## config.mk

```make
export PLATFORM = sky130hd
export DESIGN_NAME = pwm_bank
export DESIGN_NICKNAME = d
export VERILOG_FILES = /design/src/rtl/pwm_bank_pkg.sv /design/src/rtl/pwm_regs.sv /design/src/rtl/pwm_prescale.sv /design/src/rtl/pwm_frame.sv /design/src/rtl/pwm_channel.sv /design/src/rtl/pwm_bank.sv
export SDC_FILE = /design/constraint.sdc
export NUM_CORES = 1
export LEC_CHECK = 0
export BUFFER_PORTS_ARGS = -buffer_cell sky130_fd_sc_hd__clkbuf_2
export CAP_MARGIN = 0
export CORE_MARGIN = 1
export CORE_UTILIZATION = 50
export DETAILED_ROUTE_END_ITERATION = 10
export HOLD_SLACK_MARGIN = 0.06
export PLACE_DENSITY = 0.69
export SLEW_MARGIN = 20
export SYNTH_ARGS = -nofsm -noshare
export SYNTH_HDL_FRONTEND = slang
export SYNTH_HIERARCHICAL = 1
export SYNTH_SLANG_ARGS = --single-unit
export TNS_END_PERCENT = 10
```

## constraint.sdc

```tcl
create_clock -name clk -period 2.85 [get_ports clk]
set_input_delay 0.57 -clock clk [delete_from_list [all_inputs] [get_ports clk]]
set_output_delay 0.57 -clock clk [all_outputs]
set_load 0.005 [all_outputs]
```

## src/rtl/pwm_bank_pkg.sv

```systemverilog
package pwm_bank_pkg;
  localparam int REG_W      = 32;
  localparam int EN_BIT     = 31;
  localparam int FRAME_W    = 8;
  localparam int CNT_LSB    = 16;
  localparam int CNT_W      = FRAME_W + 1;
  localparam int DIV_W      = 13;
  localparam int STRIDE_LSB = 4;

  localparam logic [REG_W-1:0] REG_MASK =
      (32'h1 << EN_BIT) |
      (((32'h1 << CNT_W) - 32'h1) << CNT_LSB) |
      ((32'h1 << DIV_W) - 32'h1);

  typedef struct packed {
    logic             run;
    logic [CNT_W-1:0] count;
    logic [DIV_W-1:0] div;
  } chan_cfg_t;

  function automatic chan_cfg_t word_to_cfg(input logic [REG_W-1:0] w);
    chan_cfg_t c;
    c.run   = w[EN_BIT];
    c.count = w[CNT_LSB +: CNT_W];
    c.div   = w[DIV_W-1:0];
    return c;
  endfunction

  function automatic logic [REG_W-1:0] cfg_to_word(input chan_cfg_t c);
    logic [REG_W-1:0] w;
    w = '0;
    w[EN_BIT]            = c.run;
    w[CNT_LSB +: CNT_W]  = c.count;
    w[DIV_W-1:0]         = c.div;
    return w;
  endfunction

  // High while the frame position is below the programmed count.
  function automatic logic level_at(input logic [CNT_W-1:0] count,
                                    input logic [FRAME_W-1:0] pos);
    return {1'b0, pos} < count;
  endfunction
endpackage

```

## src/rtl/pwm_regs.sv

```systemverilog
module pwm_regs
  import pwm_bank_pkg::*;
#(
  parameter int NUM_CH = 4,
  parameter int ADDR_W = 8
) (
  input  logic                     clk,
  input  logic                     rst_n,
  input  logic [ADDR_W-1:0]        addr,
  input  logic                     wr_en,
  input  logic [REG_W-1:0]         wdata,
  output logic [REG_W-1:0]         rdata,
  output chan_cfg_t [NUM_CH-1:0]   cfg_o
);
  localparam int IDX_W = ADDR_W - STRIDE_LSB;

  logic [IDX_W-1:0]        idx;
  logic                    addr_hit;
  chan_cfg_t [NUM_CH-1:0]  cfg_q;

  assign idx      = addr[ADDR_W-1:STRIDE_LSB];
  assign addr_hit = {1'b0, idx} < (IDX_W+1)'(NUM_CH);
  assign cfg_o    = cfg_q;

  for (genvar c = 0; c < NUM_CH; c++) begin : g_word
    always_ff @(posedge clk or negedge rst_n) begin
      if (!rst_n)
        cfg_q[c] <= '0;
      else if (wr_en && addr_hit && idx == IDX_W'(c))
        cfg_q[c] <= word_to_cfg(wdata);
    end
  end

  always_comb begin
    rdata = '0;
    for (int c = 0; c < NUM_CH; c++)
      if (addr_hit && idx == IDX_W'(c))
        rdata = cfg_to_word(cfg_q[c]);
  end


  unused_bits_zero_chk: assert property (@(posedge clk) disable iff (!rst_n)
    (rdata & ~REG_MASK) == '0);

  oor_read_zero_chk: assert property (@(posedge clk) disable iff (!rst_n)
    !addr_hit |-> rdata == '0);

  oor_write_ignored_chk: assert property (@(posedge clk) disable iff (!rst_n)
    (wr_en && !addr_hit) |=> $stable(cfg_q));
endmodule

```

## src/rtl/pwm_prescale.sv

```systemverilog
module pwm_prescale
  import pwm_bank_pkg::*;
(
  input  logic             clk,
  input  logic             rst_n,
  input  logic             active,
  input  logic [DIV_W-1:0] div,
  output logic             tick,
  output logic [DIV_W-1:0] cnt
);
  assign tick = active && (cnt == div);

  always_ff @(posedge clk or negedge rst_n) begin
    if (!rst_n)            cnt <= '0;
    else if (!active)      cnt <= '0;
    else if (tick)         cnt <= '0;
    else                   cnt <= cnt + 1'b1;
  end
endmodule

```

## src/rtl/pwm_frame.sv

```systemverilog
module pwm_frame
  import pwm_bank_pkg::*;
(
  input  logic               clk,
  input  logic               rst_n,
  input  logic               start,
  input  logic               active,
  input  logic               tick,
  input  logic [CNT_W-1:0]   new_count,
  input  logic [DIV_W-1:0]   new_div,
  output logic [FRAME_W-1:0] pos,
  output logic [CNT_W-1:0]   live_count,
  output logic [DIV_W-1:0]   live_div,
  output logic               wrap,
  output logic               level
);
  assign wrap  = tick && (pos == '1);
  assign level = level_at(live_count, pos);

  always_ff @(posedge clk or negedge rst_n) begin
    if (!rst_n) begin
      pos        <= '0;
      live_count <= '0;
      live_div   <= '0;
    end else if (start) begin
      pos        <= '0;
      live_count <= new_count;
      live_div   <= new_div;
    end else if (!active) begin
      pos        <= '0;
    end else if (tick) begin
      pos <= pos + 1'b1;
      if (wrap) begin
        live_count <= new_count;
        live_div   <= new_div;
      end
    end
  end
endmodule

```

## src/rtl/pwm_channel.sv

```systemverilog
module pwm_channel
  import pwm_bank_pkg::*;
(
  input  logic      clk,
  input  logic      rst_n,
  input  chan_cfg_t cfg,
  output logic      pwm_o
);
  logic               run_q;
  logic               start;
  logic               active;
  logic               tick;
  logic               wrap;
  logic               level;
  logic [DIV_W-1:0]   pcnt;
  logic [FRAME_W-1:0] pos;
  logic [CNT_W-1:0]   live_count;
  logic [DIV_W-1:0]   live_div;

  always_ff @(posedge clk or negedge rst_n) begin
    if (!rst_n) run_q <= 1'b0;
    else        run_q <= cfg.run;
  end

  assign start  = cfg.run && !run_q;
  assign active = cfg.run && run_q;
  assign pwm_o  = active && level;

  pwm_prescale u_pre (
    .clk    (clk),
    .rst_n  (rst_n),
    .active (active),
    .div    (live_div),
    .tick   (tick),
    .cnt    (pcnt)
  );

  pwm_frame u_frame (
    .clk        (clk),
    .rst_n      (rst_n),
    .start      (start),
    .active     (active),
    .tick       (tick),
    .new_count  (cfg.count),
    .new_div    (cfg.div),
    .pos        (pos),
    .live_count (live_count),
    .live_div   (live_div),
    .wrap       (wrap),
    .level      (level)
  );


  off_low_chk: assert property (@(posedge clk) disable iff (!rst_n)
    !cfg.run |-> !pwm_o);

  off_idle_chk: assert property (@(posedge clk) disable iff (!rst_n)
    !cfg.run |=> (pcnt == '0 && pos == '0));

  pre_bound_chk: assert property (@(posedge clk) disable iff (!rst_n)
    active |-> pcnt <= live_div);

  full_high_chk: assert property (@(posedge clk) disable iff (!rst_n)
    (active && live_count[CNT_W-1]) |-> pwm_o);

  fresh_frame_chk: assert property (@(posedge clk) disable iff (!rst_n)
    $rose(run_q) |-> (pos == '0 && pcnt == '0));

  frame_hold_chk: assert property (@(posedge clk) disable iff (!rst_n)
    (active && $past(active) && !$past(wrap)) |->
      ($stable(live_count) && $stable(live_div)));
endmodule

```

## src/rtl/pwm_bank.sv

```systemverilog
module pwm_bank
  import pwm_bank_pkg::*;
#(
  parameter int NUM_CH = 4,
  parameter int ADDR_W = 8
) (
  input  logic              clk,
  input  logic              rst_n,
  input  logic [ADDR_W-1:0] bus_addr,
  input  logic              bus_wr_en,
  input  logic [31:0]       bus_wdata,
  output logic [31:0]       bus_rdata,
  output logic [NUM_CH-1:0] pwm_out
);
  chan_cfg_t [NUM_CH-1:0] cfg;

  pwm_regs #(.NUM_CH(NUM_CH), .ADDR_W(ADDR_W)) u_regs (
    .clk   (clk),
    .rst_n (rst_n),
    .addr  (bus_addr),
    .wr_en (bus_wr_en),
    .wdata (bus_wdata),
    .rdata (bus_rdata),
    .cfg_o (cfg)
  );

  for (genvar c = 0; c < NUM_CH; c++) begin : g_ch
    pwm_channel u_ch (
      .clk   (clk),
      .rst_n (rst_n),
      .cfg   (cfg[c]),
      .pwm_o (pwm_out[c])
    );
  end
endmodule

```

==> summary.md, run 1 <==
| Metric | Value |
|---|---|
| Outcome | `complete, but fails checks` |
| Failing checks | `DRC` |
| Vias in the first global route | `between 8,000 and 9,000` |
| Iteration-0 DRC Markers | `~540` |
| Number of vias in the routed layout | `8,044` |
| Largest net degree at the start of global routing | `87` |
| CTS Buf Count | `29` |
| PortBufs | `56` |
| Sum Neg Setup Slack | `0 ns` |
| Row cnt | `59` |
| DRT Pass-1 Iters | `7` |
| Max IR drop VDD | `0.0004826 V` |
| Vias per cell | `5.457` |
| CTS Sinks | `268` |
| Worst Setup Path Type | `register to primary output` |
| CTS tree | `yes` |
| Die height | `166.4 µm` |
| Die area | `0.02768 mm²` |
| WL final | `27,360 µm` |
| Synth Warn # | `6` |
| IO Count | `slightly below 80` |
| Placed Cells | `1,417` |
| Relative slew slack | `48.70%` |
| Die width | `approximately 170 µm` |
| Layout cells sized above 1 | `32.16%` |
| Required @ worst endpoint | `2.28 ns` |
| Commonest cells after routing, fill and taps aside | `264 x dfrtp_1, 98 x mux2_2, 92 x xnor2_1` |
| Syn Area/Cell | `12.95 µm²` |
| Slew @ Worst Pin | `0.7669 ns` |
| H-tree levels | `1` |
| Initial Utilization | `51.41%` |
| DP Worst Slack | `0.09002 ns` |
| Worst Hold Class | `input port to register` |
| CTS Root Cell | `clkbuf_16` |
| P&R area growth vs syn | `12.00%` |
| Final ANT Viol Nets | `0` |
| Clock latency on the worst-skew pair | `0.56 ns` |
| Drt wl/cell | `18.56 µm` |
| Slew Viols, Final | `0` |
| Worst hold slack | `0.3008 ns` |
| Crit path DAT | `2.19 ns` |
| Initial antenna violation count | `0` |
| Gr usage total | `between 20 and 25%` |
| Count of final hold-check violations | `0` |
| Leak | `6.805 nW` |
| Fin crit period | `roughly 2.8 ns` |
| Clock Skew | `0.01793 ns` |
| Crit path capture type | `primary output` |
| Cell area after synthesis | `approximately 0.014 mm²` |
| Fmax | `0.3628 GHz` |
| First-pass GRT wire length | `45,350 µm` |
| Peak fanout along the critical path | `4` |
| Placed wire-length estimate | `between 15,000 and 20,000 µm` |
| Final Setup Violations | `0` |
| Commonest non-fill, non-tap cell in the layout | `dfrtp_1` |
| Grt ovf | `0` |
| Final Non-Filler Cells | `1,474` |
| Syn Inst Count | `roughly 1,000` |
| DR DRC count | `8` |
| Core area | `0.02628 mm²` |
| Nets | `1,195` |
| RSZ-0062 raised after global routing | `no` |
| Gp weighted congestion | `between 0.8 and 0.9` |
| Clk buf depth | `3` |
| Final period util | `96.71%` |
| CP Launch Type | `register` |
| Final worst slack | `between 0.09 and 0.1 ns` |
| Max-cap violations | `0` |
| Pwr/cell area | `825.2 mW/mm²` |
| Reg clk slew, reported paths | `0.06 ns` |
==> critical path: stages, from the launching register on <==
cell,delay (ns)
dfrtp_2,0.44
ha_1,0.33
a21o_1,0.17
a21oi_1,0.16
a2bb2oi_1,0.21
and3_2,0.21
clkbuf_2,0.12
==> state kept, by name (all words and copies together) (netlist names) <==
register,flops
g_ch.u_ch/run_q,4
g_ch.u_ch/u_pre/cnt,52
g_ch.u_ch/u_frame/live_div,52
g_ch.u_ch/u_frame/live_count,36
g_ch.u_ch/u_frame/pos,32
u_regs/cfg_o,92
==> repair_timing <==
action | in CTS | in global routing
setup buffers | 0 | 2
hold endpoints to repair | 62 | 0
setup endpoints to repair | 0 | 6
gates resized for setup | 0 | 9
hold buffers | 1 | 0
==> worst paths after layout <==
check	slack, ns	to	cells after the start	from
worst max-delay path	0.09	pwm_out[1]	6	g_ch[1].u_ch/u_frame/pos[6]$_DFFE_PN0P_
worst min-delay path	0.30	u_regs/cfg_o[10]$_DFFE_PN0P_	2	bus_wdata[10]
worst max register to register	0.25	g_ch[2].u_ch/u_frame/live_count[1]$_DFFE_PN0P_	7	g_ch[2].u_ch/u_pre/cnt[0]$_DFF_PN0_
worst min register to register	0.45	g_ch[2].u_ch/run_q$_DFF_PN0_	0	u_regs/cfg_o[68]$_DFFE_PN0P_
max in group asynchronous	1.41	u_regs/cfg_o[4]$_DFFE_PN0P_	3	rst_n
min in group asynchronous	0.57	g_ch[1].u_ch/u_frame/pos[3]$_DFFE_PN0P_	2	rst_n
==> metal layers <==
layer	share of wire, %	track usage [%]	up-vias
li1	-	-	3814
met1	47	29.71	4070
met2	47	32.68	127
met3	4.2	2.931	33
met4	1.4	4.388	0
met5	0	0	-
==> area by class of cell <==
cell class | instances | area [µm²]
fill | 2105 | 11150
sequential | 268 | 6711
multi-input combinational | 682 | 6240
clock buffer | 39 | 823.3
timing repair buffer | 79 | 528.0
tap | 335 | 419.2
inverter | 56 | 210.2
clock inverter | 14 | 197.7
antenna | 1 | 2.502
==> where the power goes <==
part / internal (W) / total, W / switching, W
registers: 0.00474 / 0.00556 / 0.000812
logic: 0.00184 / 0.00295 / 0.00111
clock network: 0.00240 / 0.00398 / 0.00158
total: 0.00898 / 0.0125 / 0.00350
==> through the flow <==
step	util (%)	instance area (µm²)	total power, W
3_3_place_gp	53.50	14060	0.008449
4_1_cts	57.43	15090	0.01259
5_1_grt	57.57	15130	0.01313
2_1_floorplan	-	13540	0.007846
6_report	57.58	15130	0.01249
3_5_place_dp	53.50	14060	0.008554
Note: power is estimated with default switching activity, not from simulation.
==> run 2, diff against run 1 <==
--- a/config.mk
+++ b/config.mk
@@ -12,6 +12,7 @@
 export DETAILED_ROUTE_END_ITERATION = 10
 export HOLD_SLACK_MARGIN = 0.06
 export PLACE_DENSITY = 0.69
+export RECOVER_POWER = 25
 export SLEW_MARGIN = 20
 export SYNTH_ARGS = -nofsm -noshare
 export SYNTH_HDL_FRONTEND = slang
==> run 2 against run 1 <==
Net effect:
- flip-flop and latch count is the same
- clock power is essentially flat
- core utilization shrank 0.10 points
- die area is the same
- routed wire length is essentially flat
- combinational power is essentially flat
- non-clock buffer count is the same
- total power is essentially flat
- first-iteration DRC count shrank 6.9%
- the run ends with DRC, capacitance limit, slew limit left
- count of clock-buffer cells in the layout is the same
==> summary.md, run 2 (synthesis gave the netlist of run 1 again) <==
| Metric | Value |
|---|---|
| Final period util | `96.73% (was 96.71%)` |
| Number of vias in the routed layout | `8,080 (was 8,044)` |
| Peak fanout along the critical path | `4 (unchanged)` |
| Pwr/cell area | `826.4 mW/mm² (was 825.2 mW/mm²)` |
| Clock Skew | `0.01883 ns (was 0.01793 ns)` |
| Required @ worst endpoint | `2.28 ns (about the same)` |
| Fin crit period | `2.757 ns (was 2.756 ns)` |
| Final core utilization | `57.47% (was 57.58%)` |
| RSZ-0062 raised after global routing | `no (unchanged)` |
| CP Launch Type | `register (unchanged)` |
| Relative slew slack | `-15.46% (was 48.70%)` |
| Failing checks | `DRC, capacitance limit, slew limit (was DRC)` |
| Drt wl/cell | `18.56 µm (about the same)` |
| Post-DP Area | `0.01406 mm² (unchanged)` |
| Grt ovf | `0 (unchanged)` |
| Core area | `0.02628 mm² (unchanged)` |
| Max IR drop VDD | `0.0004832 V (was 0.0004826 V)` |
| Max-cap violations | `1 (was 0)` |
| Reg clk slew, reported paths | `0.06 ns (about the same)` |
| DRT Pass-1 Iters | `7 (unchanged)` |
| Vias per cell | `5.482 (was 5.457)` |
| Placed wire-length estimate | `19,190 µm (unchanged)` |
| Iteration-0 DRC Markers | `501 (was 538)` |
| Worst Min Path Start | `bus_wdata[0] (was bus_wdata[10])` |
| H-tree levels | `1 (unchanged)` |
| Critical R2R Launch | `g_ch[2].u_ch/u_pre/cnt[0]$_DFF_PN0_ (unchanged)` |
| Max reg flops | `92 (unchanged)` |
| M2 GR Usage | `32.68% (unchanged)` |
| CTS Root Cell | `clkbuf_16 (unchanged)` |
| CTS Sinks | `268 (unchanged)` |
| Worst Hold Class | `input port to register (unchanged)` |
| Die height | `166.4 µm (unchanged)` |
| Initial antenna violation count | `0 (unchanged)` |
| Design area | `0.01510 mm² (was 0.01513 mm²)` |
| Grt peak-use layer | `met2 (unchanged)` |
| Worst Setup Path Type | `register to primary output (unchanged)` |
| IO Count | `79 (unchanged)` |
| Slew Viols, Final | `65 (was 0)` |
| Reg2reg end | `g_ch[2].u_ch/u_frame/live_count[1]$_DFFE_PN0P_ (unchanged)` |
| Count of final hold-check violations | `0 (unchanged)` |
| Outcome | `complete, but fails checks (unchanged)` |
| Worst Hold End | `u_regs/cfg_o[46]$_DFFE_PN0P_ (was u_regs/cfg_o[10]$_DFFE_PN0P_)` |
| Clk buf depth | `3 (unchanged)` |
| Final Setup Violations | `0 (unchanged)` |
| Nets | `1,195 (unchanged)` |
| Flop2flop setup slack | `0.24 ns (was 0.25 ns)` |
| Gr usage total | `20.44% (unchanged)` |
| Crit path DAT | `2.19 ns (about the same)` |
| Vias in the first global route | `8,285 (unchanged)` |
| Met3 global-route usage | `2.931% (unchanged)` |
| Commonest cells after routing, fill and taps aside | `264 x dfrtp_1, 98 x mux2_2, 92 x xnor2_1 (unchanged)` |
| CTS tree | `yes (unchanged)` |
| WL final | `27,360 µm (about the same)` |
| Final Non-Filler Cells | `1,474 (unchanged)` |
| DR DRC count | `8 (unchanged)` |
| Worst reg-to-reg path cell count | `7 (unchanged)` |
| P&R area growth vs syn | `11.80% (was 12.00%)` |
| Sum Neg Setup Slack | `0 ns (unchanged)` |
| Fmax | `0.3627 GHz (was 0.3628 GHz)` |
| Placed Cells | `1,417 (unchanged)` |
| Clock latency on the worst-skew pair | `0.56 ns (about the same)` |
| Initial Utilization | `51.41% (unchanged)` |
| Largest net degree at the start of global routing | `87 (unchanged)` |
| First-pass GRT wire length | `45,350 µm (unchanged)` |
| Commonest non-fill, non-tap cell in the layout | `dfrtp_1 (unchanged)` |
| PortBufs | `56 (unchanged)` |
| Crit path capture type | `primary output (unchanged)` |
| Hold Crit Depth | `2 (unchanged)` |
| Power, Total | `0.01248 W (was 0.01249 W)` |
| Gp weighted congestion | `0.8171 (unchanged)` |
| Die area | `0.02768 mm² (unchanged)` |
| Met1 Track Usage GR | `29.71% (unchanged)` |
| CTS Buf Count | `29 (unchanged)` |
| Leak | `6.795 nW (was 6.805 nW)` |
| Final ANT Viol Nets | `0 (unchanged)` |
| Slew @ Worst Pin | `1.732 ns (was 0.7669 ns)` |
| Die width | `166.4 µm (unchanged)` |
| Row cnt | `59 (unchanged)` |
| Layout cells sized above 1 | `32.16% (unchanged)` |
-- run 2: cell types whose count changed in the layout (fill, tap and decap cells not counted) --
cell,before,now
buf_8,1,0
clkbuf_2,55,56
buf_6,0,2
buf_12,5,3
-- run 2: per-layer routing --
| layer | share of wire (%) | vias to the layer above | wire [µm] |
|---|---|---|---|
| met4 | 1.4 | 0 | 384 |
| met5 | 0 | - | 0 |
| li1 | - | 3814 | - |
| met3 | 4.1 | 33 | 1116 |
| met2 | 48 | 123 | 13000 |
| met1 | 47 | 4110 | 12850 |
-- run 2: worst max path at each step --
| stage | from | to | slack [ns] | cells past startpoint |
|---|---|---|---|---|
| 2_1_floorplan | bus_addr[4] | bus_rdata[10] | 0.56 | 4 |
| 3_3_place_gp | g_ch[2].u_ch/u_pre/cnt[0]$_DFF_PN0_ | g_ch[2].u_ch/u_frame/live_div[9]$_DFFE_PN0P_ | 0.13 | 7 |
| 3_5_place_dp | g_ch[2].u_ch/u_pre/cnt[0]$_DFF_PN0_ | g_ch[2].u_ch/u_frame/live_div[7]$_DFFE_PN0P_ | 0.09 | 7 |
| 4_1_cts | g_ch[1].u_ch/u_frame/pos[4]$_DFFE_PN0P_ | pwm_out[1] | 0.01 | 6 |
| 5_1_grt | g_ch[1].u_ch/u_frame/pos[6]$_DFFE_PN0P_ | pwm_out[1] | 0.01 | 6 |
| 6_report | g_ch[1].u_ch/u_frame/pos[6]$_DFFE_PN0P_ | pwm_out[1] | 0.09 | 6 |
-- run 2: through the flow --
step | hold slack [ns] | worst slack, ns
3_5_place_dp | 0.4381 | 0.09002
3_3_place_gp | 0.4409 | 0.1261
4_1_cts | 0.2758 | 0.009582
2_1_floorplan | 0.2744 | 0.5606
5_1_grt | 0.2890 | 0.01399
6_report | 0.3011 | 0.09319
-- run 2: layout make-up --
class / instances / area, µm²
Sequential cell: 268 / 6711
Clock buffer: 39 / 823.3
Multi-Input combinational cell: 682 / 6240
Antenna cell: 1 / 2.502
Fill cell: 2110 / 11180
Timing Repair Buffer: 79 / 500.5
Clock inverter: 14 / 197.7
Tap cell: 335 / 419.2
Inverter: 56 / 210.2
-- run 2: worst max-delay path, stage by stage, from the launching register on --
cell,delay (ns)
dfrtp_2,0.44
ha_1,0.33
a21o_1,0.17
a21oi_1,0.16
a2bb2oi_1,0.21
and3_2,0.21
clkbuf_2,0.12
-- run 2: timing repair --
item | CTS | global route
hold buffers | 1 | 0
endpoints found under the setup margin | 0 | 6
endpoints found under the hold margin | 62 | 0
setup buffers | 0 | 2
resized for setup | 0 | 9
-- run 2: power by group --
part / internal, W / switching [W]
sequential: 0.00474 / 0.000813
combinational: 0.00184 / 0.00111
clock: 0.00240 / 0.00158
==> run 3, diff against run 2 <==
--- a/config.mk
+++ b/config.mk
@@ -7,11 +7,13 @@
 export LEC_CHECK = 0
 export BUFFER_PORTS_ARGS = -buffer_cell sky130_fd_sc_hd__clkbuf_2
 export CAP_MARGIN = 0
+export CELL_PAD_IN_SITES_DETAIL_PLACEMENT = 0
+export CELL_PAD_IN_SITES_GLOBAL_PLACEMENT = 1
 export CORE_MARGIN = 1
 export CORE_UTILIZATION = 50
 export DETAILED_ROUTE_END_ITERATION = 10
 export HOLD_SLACK_MARGIN = 0.06
-export PLACE_DENSITY = 0.69
+export PLACE_DENSITY = 0.81
 export RECOVER_POWER = 25
 export SLEW_MARGIN = 20
 export SYNTH_ARGS = -nofsm -noshare
==> run 3 against run 2 <==
Net effect:
- the run still ends with DRC, capacitance limit, slew limit left
- core utilization fell by 0.37 points
- sequential power about the same
- clock power decreased by 5.5%
- highest routed layer unchanged
==> summary.md, run 3 (synthesis gave the netlist of run 1 again) <==
| Metric | Value |
|---|---|
| Fin crit period | `2.693 ns (was 2.757 ns)` |
| Gp weighted congestion | `0.8032 (was 0.8171)` |
| Slowest CP cell | `dfrtp_2 (unchanged)` |
| Die height | `166.4 µm (unchanged)` |
| Core area | `0.02628 mm² (unchanged)` |
| Sum Neg Setup Slack | `0 ns (unchanged)` |
| Count of final hold-check violations | `0 (unchanged)` |
| Slew @ Worst Pin | `2.024 ns (was 1.732 ns)` |
| Layout cells sized above 1 | `31.28% (was 32.16%)` |
| Design area | `0.01501 mm² (was 0.01510 mm²)` |
| Max reg flops | `92 (unchanged)` |
| Setup bufs post-CTS | `0 (unchanged)` |
| RSZ-0062 raised after global routing | `no (unchanged)` |
| Outcome | `complete, but fails checks (unchanged)` |
| WP buf/inv | `1 (unchanged)` |
| Switch share | `27.84% (was 28.07%)` |
| Pwr/cell area | `819.2 mW/mm² (was 826.4 mW/mm²)` |
| Peak fanout along the critical path | `5 (was 4)` |
| Grt ovf | `0 (unchanged)` |
| Crit path DAT | `2.12 ns (was 2.19 ns)` |
| CTS Sinks | `268 (unchanged)` |
| First-pass GRT wire length | `45,770 µm (was 45,350 µm)` |
| Initial Utilization | `51.41% (unchanged)` |
| Vias per cell | `5.490 (was 5.482)` |
| Sequential share of power | `45.3% (was 44.5%)` |
| Max-cap violations | `1 (unchanged)` |
| Nets | `1,194 (was 1,195)` |
| FILL cells | `2,172 (was 2,110)` |
| Clk pwr share | `30.6% (was 31.9%)` |
| Vias in the first global route | `8,430 (was 8,285)` |
| Crit-path leading delay family | `compound AO/OA/AOI/OAI gates (unchanged)` |
| Die width | `166.4 µm (unchanged)` |
| Die area | `0.02768 mm² (unchanged)` |
| CTS Root Cell | `clkbuf_16 (unchanged)` |
| Worst hold slack | `0.3092 ns (was 0.3011 ns)` |
| Commonest cells after routing, fill and taps aside | `265 x dfrtp_1, 98 x mux2_2, 92 x xnor2_1 (was 264 x dfrtp_1, 98 x mux2_2, 92 x xnor2_1)` |
| Gr usage total | `20.73% (was 20.44%)` |
| Clk buf depth | `3 (unchanged)` |
| Final period util | `94.49% (was 96.73%)` |
| P&R area growth vs syn | `11.08% (was 11.80%)` |
| IO Count | `79 (unchanged)` |
| Failing checks | `DRC, capacitance limit, slew limit (unchanged)` |
| Final worst slack | `0.1570 ns (was 0.09319 ns)` |
| Max IR drop VDD | `0.0003761 V (was 0.0004832 V)` |
| Reg clk slew, reported paths | `0.06 ns (about the same)` |
| Final ANT Viol Nets | `0 (unchanged)` |
| DP Worst Slack | `0.1514 ns (was 0.09002 ns)` |
| Worst Setup Path Type | `register to primary output (unchanged)` |
| Worst path cell trace | `ha_1 -> a211oi_1 -> o21ai_1 -> a2bb2oi_1 -> and3_2 -> clkbuf_2 (was ha_1 -> a21o_1 -> a21oi_1 -> a2bb2oi_1 -> and3_2 -> clkbuf_2)` |
| PortBufs | `56 (unchanged)` |
| P_int | `0.008871 W (was 0.008979 W)` |
| WL final | `27,770 µm (was 27,360 µm)` |
| Drt wl/cell | `18.89 µm (was 18.56 µm)` |
| CTS tree | `yes (unchanged)` |
| CTS Buf Count | `28 (was 29)` |
| Crit path capture type | `primary output (unchanged)` |
| Initial antenna violation count | `0 (unchanged)` |
| Placed wire-length estimate | `19,770 µm (was 19,190 µm)` |
| Diode count | `0 (was 1)` |
| Required @ worst endpoint | `2.28 ns (about the same)` |
| Clock latency on the worst-skew pair | `0.54 ns (was 0.56 ns)` |
| Final Setup Violations | `0 (unchanged)` |
| H-tree levels | `1 (unchanged)` |
| Post-DP Area | `0.01408 mm² (was 0.01406 mm²)` |
| DR DRC count | `3 (was 8)` |
| Largest net degree at the start of global routing | `75 (was 87)` |
| Gate power share | `24.1% (was 23.6%)` |
| Row cnt | `59 (unchanged)` |
| DRT Pass-1 Iters | `7 (unchanged)` |
| Slew Viols, Final | `73 (was 65)` |
| Leak | `6.749 nW (was 6.795 nW)` |
| Relative slew slack | `-34.95% (was -15.46%)` |
| CP Launch Type | `register (unchanged)` |
| Iteration-0 DRC Markers | `447 (was 501)` |
| Commonest non-fill, non-tap cell in the layout | `dfrtp_1 (unchanged)` |
| Worst path max stage delay | `0.45 ns (was 0.44 ns)` |
| Number of vias in the routed layout | `8,071 (was 8,080)` |
| Worst Hold Class | `input port to register (unchanged)` |
| NetSw | `0.003423 W (was 0.003504 W)` |
| Fmax | `0.3713 GHz (was 0.3627 GHz)` |
| Clock Skew | `0.01483 ns (was 0.01883 ns)` |
run 3: cell types whose count changed in the layout (fill, tap and decap cells not counted), moves of 2 or more:
cell,change
buf_6,-2
buf_4,-7
clkinv_2,+3
clkbuf_1,+5
run 3: power groups by stage:
stage                     clock network (W)  logic, W  registers [W]
after floorplan                           0   0.00258        0.00527
after global placement                    0   0.00289        0.00559
after detailed placement                  0   0.00296        0.00562
after CTS                           0.00385   0.00299        0.00557
final                               0.00376   0.00296        0.00557
after global routing                0.00398   0.00324        0.00568
run 3: cell type report:
cell class                      instances  area (µm²)  share of cell area [%]
Sequential cell                       268        6710                   44.71
Clock inverter                         12       137.6                  0.9171
Clock buffer                           38       829.5                   5.528
Inverter                               56       210.2                   1.401
Multi-Input combinational cell        682        6223                   41.47
Timing Repair Buffer                   79       476.7                   3.177
Tap cell                              335       419.2                   2.793
run 3: through the flow:
step           instances  power (W)  util, %
2_1_floorplan       1051   0.007846        -
3_5_place_dp        1419   0.008577    53.57
5_1_grt             1470    0.01291    57.10
6_report            1470    0.01229    57.10
4_1_cts             1470    0.01241    57.29
3_3_place_gp        1419   0.008484    53.57
run 3: repair_timing:
item                                   in CTS  in global routing
hold buffers                                1                  0
gates resized for setup                     0                  6
setup endpoints to repair                   0                  5
endpoints found under the hold margin      52                  0
run 3: worst register-to-register path, cell delays in order (launching register included):
cell and delay [ns]:
dfrtp_1 0.40, xnor2_1 0.24, nand4_1 0.25, nor4_2 0.40, buf_4 0.23, nand4_1 0.12
o31a_4 0.47, mux2_4 0.37
run 3: final timing paths:
path                                                          startpoint                                             end  slack, ns  cells after the start
setup reg to reg           g_ch[3].u_ch/u_frame/live_div[12]$_DFFE_PN0P_    g_ch[3].u_ch/u_frame/live_div[7]$_DFFE_PN0P_       0.24                      7
hold / removal                                              bus_wdata[3]                    u_regs/cfg_o[49]$_DFFE_PN0P_       0.31                      2
hold reg to reg                             u_regs/cfg_o[68]$_DFFE_PN0P_                    g_ch[2].u_ch/run_q$_DFF_PN0_       0.48                      0
max in group asynchronous                                          rst_n    g_ch[1].u_ch/u_frame/live_div[4]$_DFFE_PN0P_       0.45                      3
min in group asynchronous                                          rst_n  g_ch[1].u_ch/u_frame/live_count[3]$_DFFE_PN0P_       1.11                      2
setup / recovery                 g_ch[0].u_ch/u_frame/pos[4]$_DFFE_PN0P_                                      pwm_out[0]       0.16                      6
run 3: routing by layer:
metal	GRT usage [%]	vias to the layer above	wire length [µm]
li1	-	3787	-
met1	30.68	4121	13490
met2	32.96	123	12910
met3	2.336	40	864
met4	4.549	0	515
met5	0	-	0
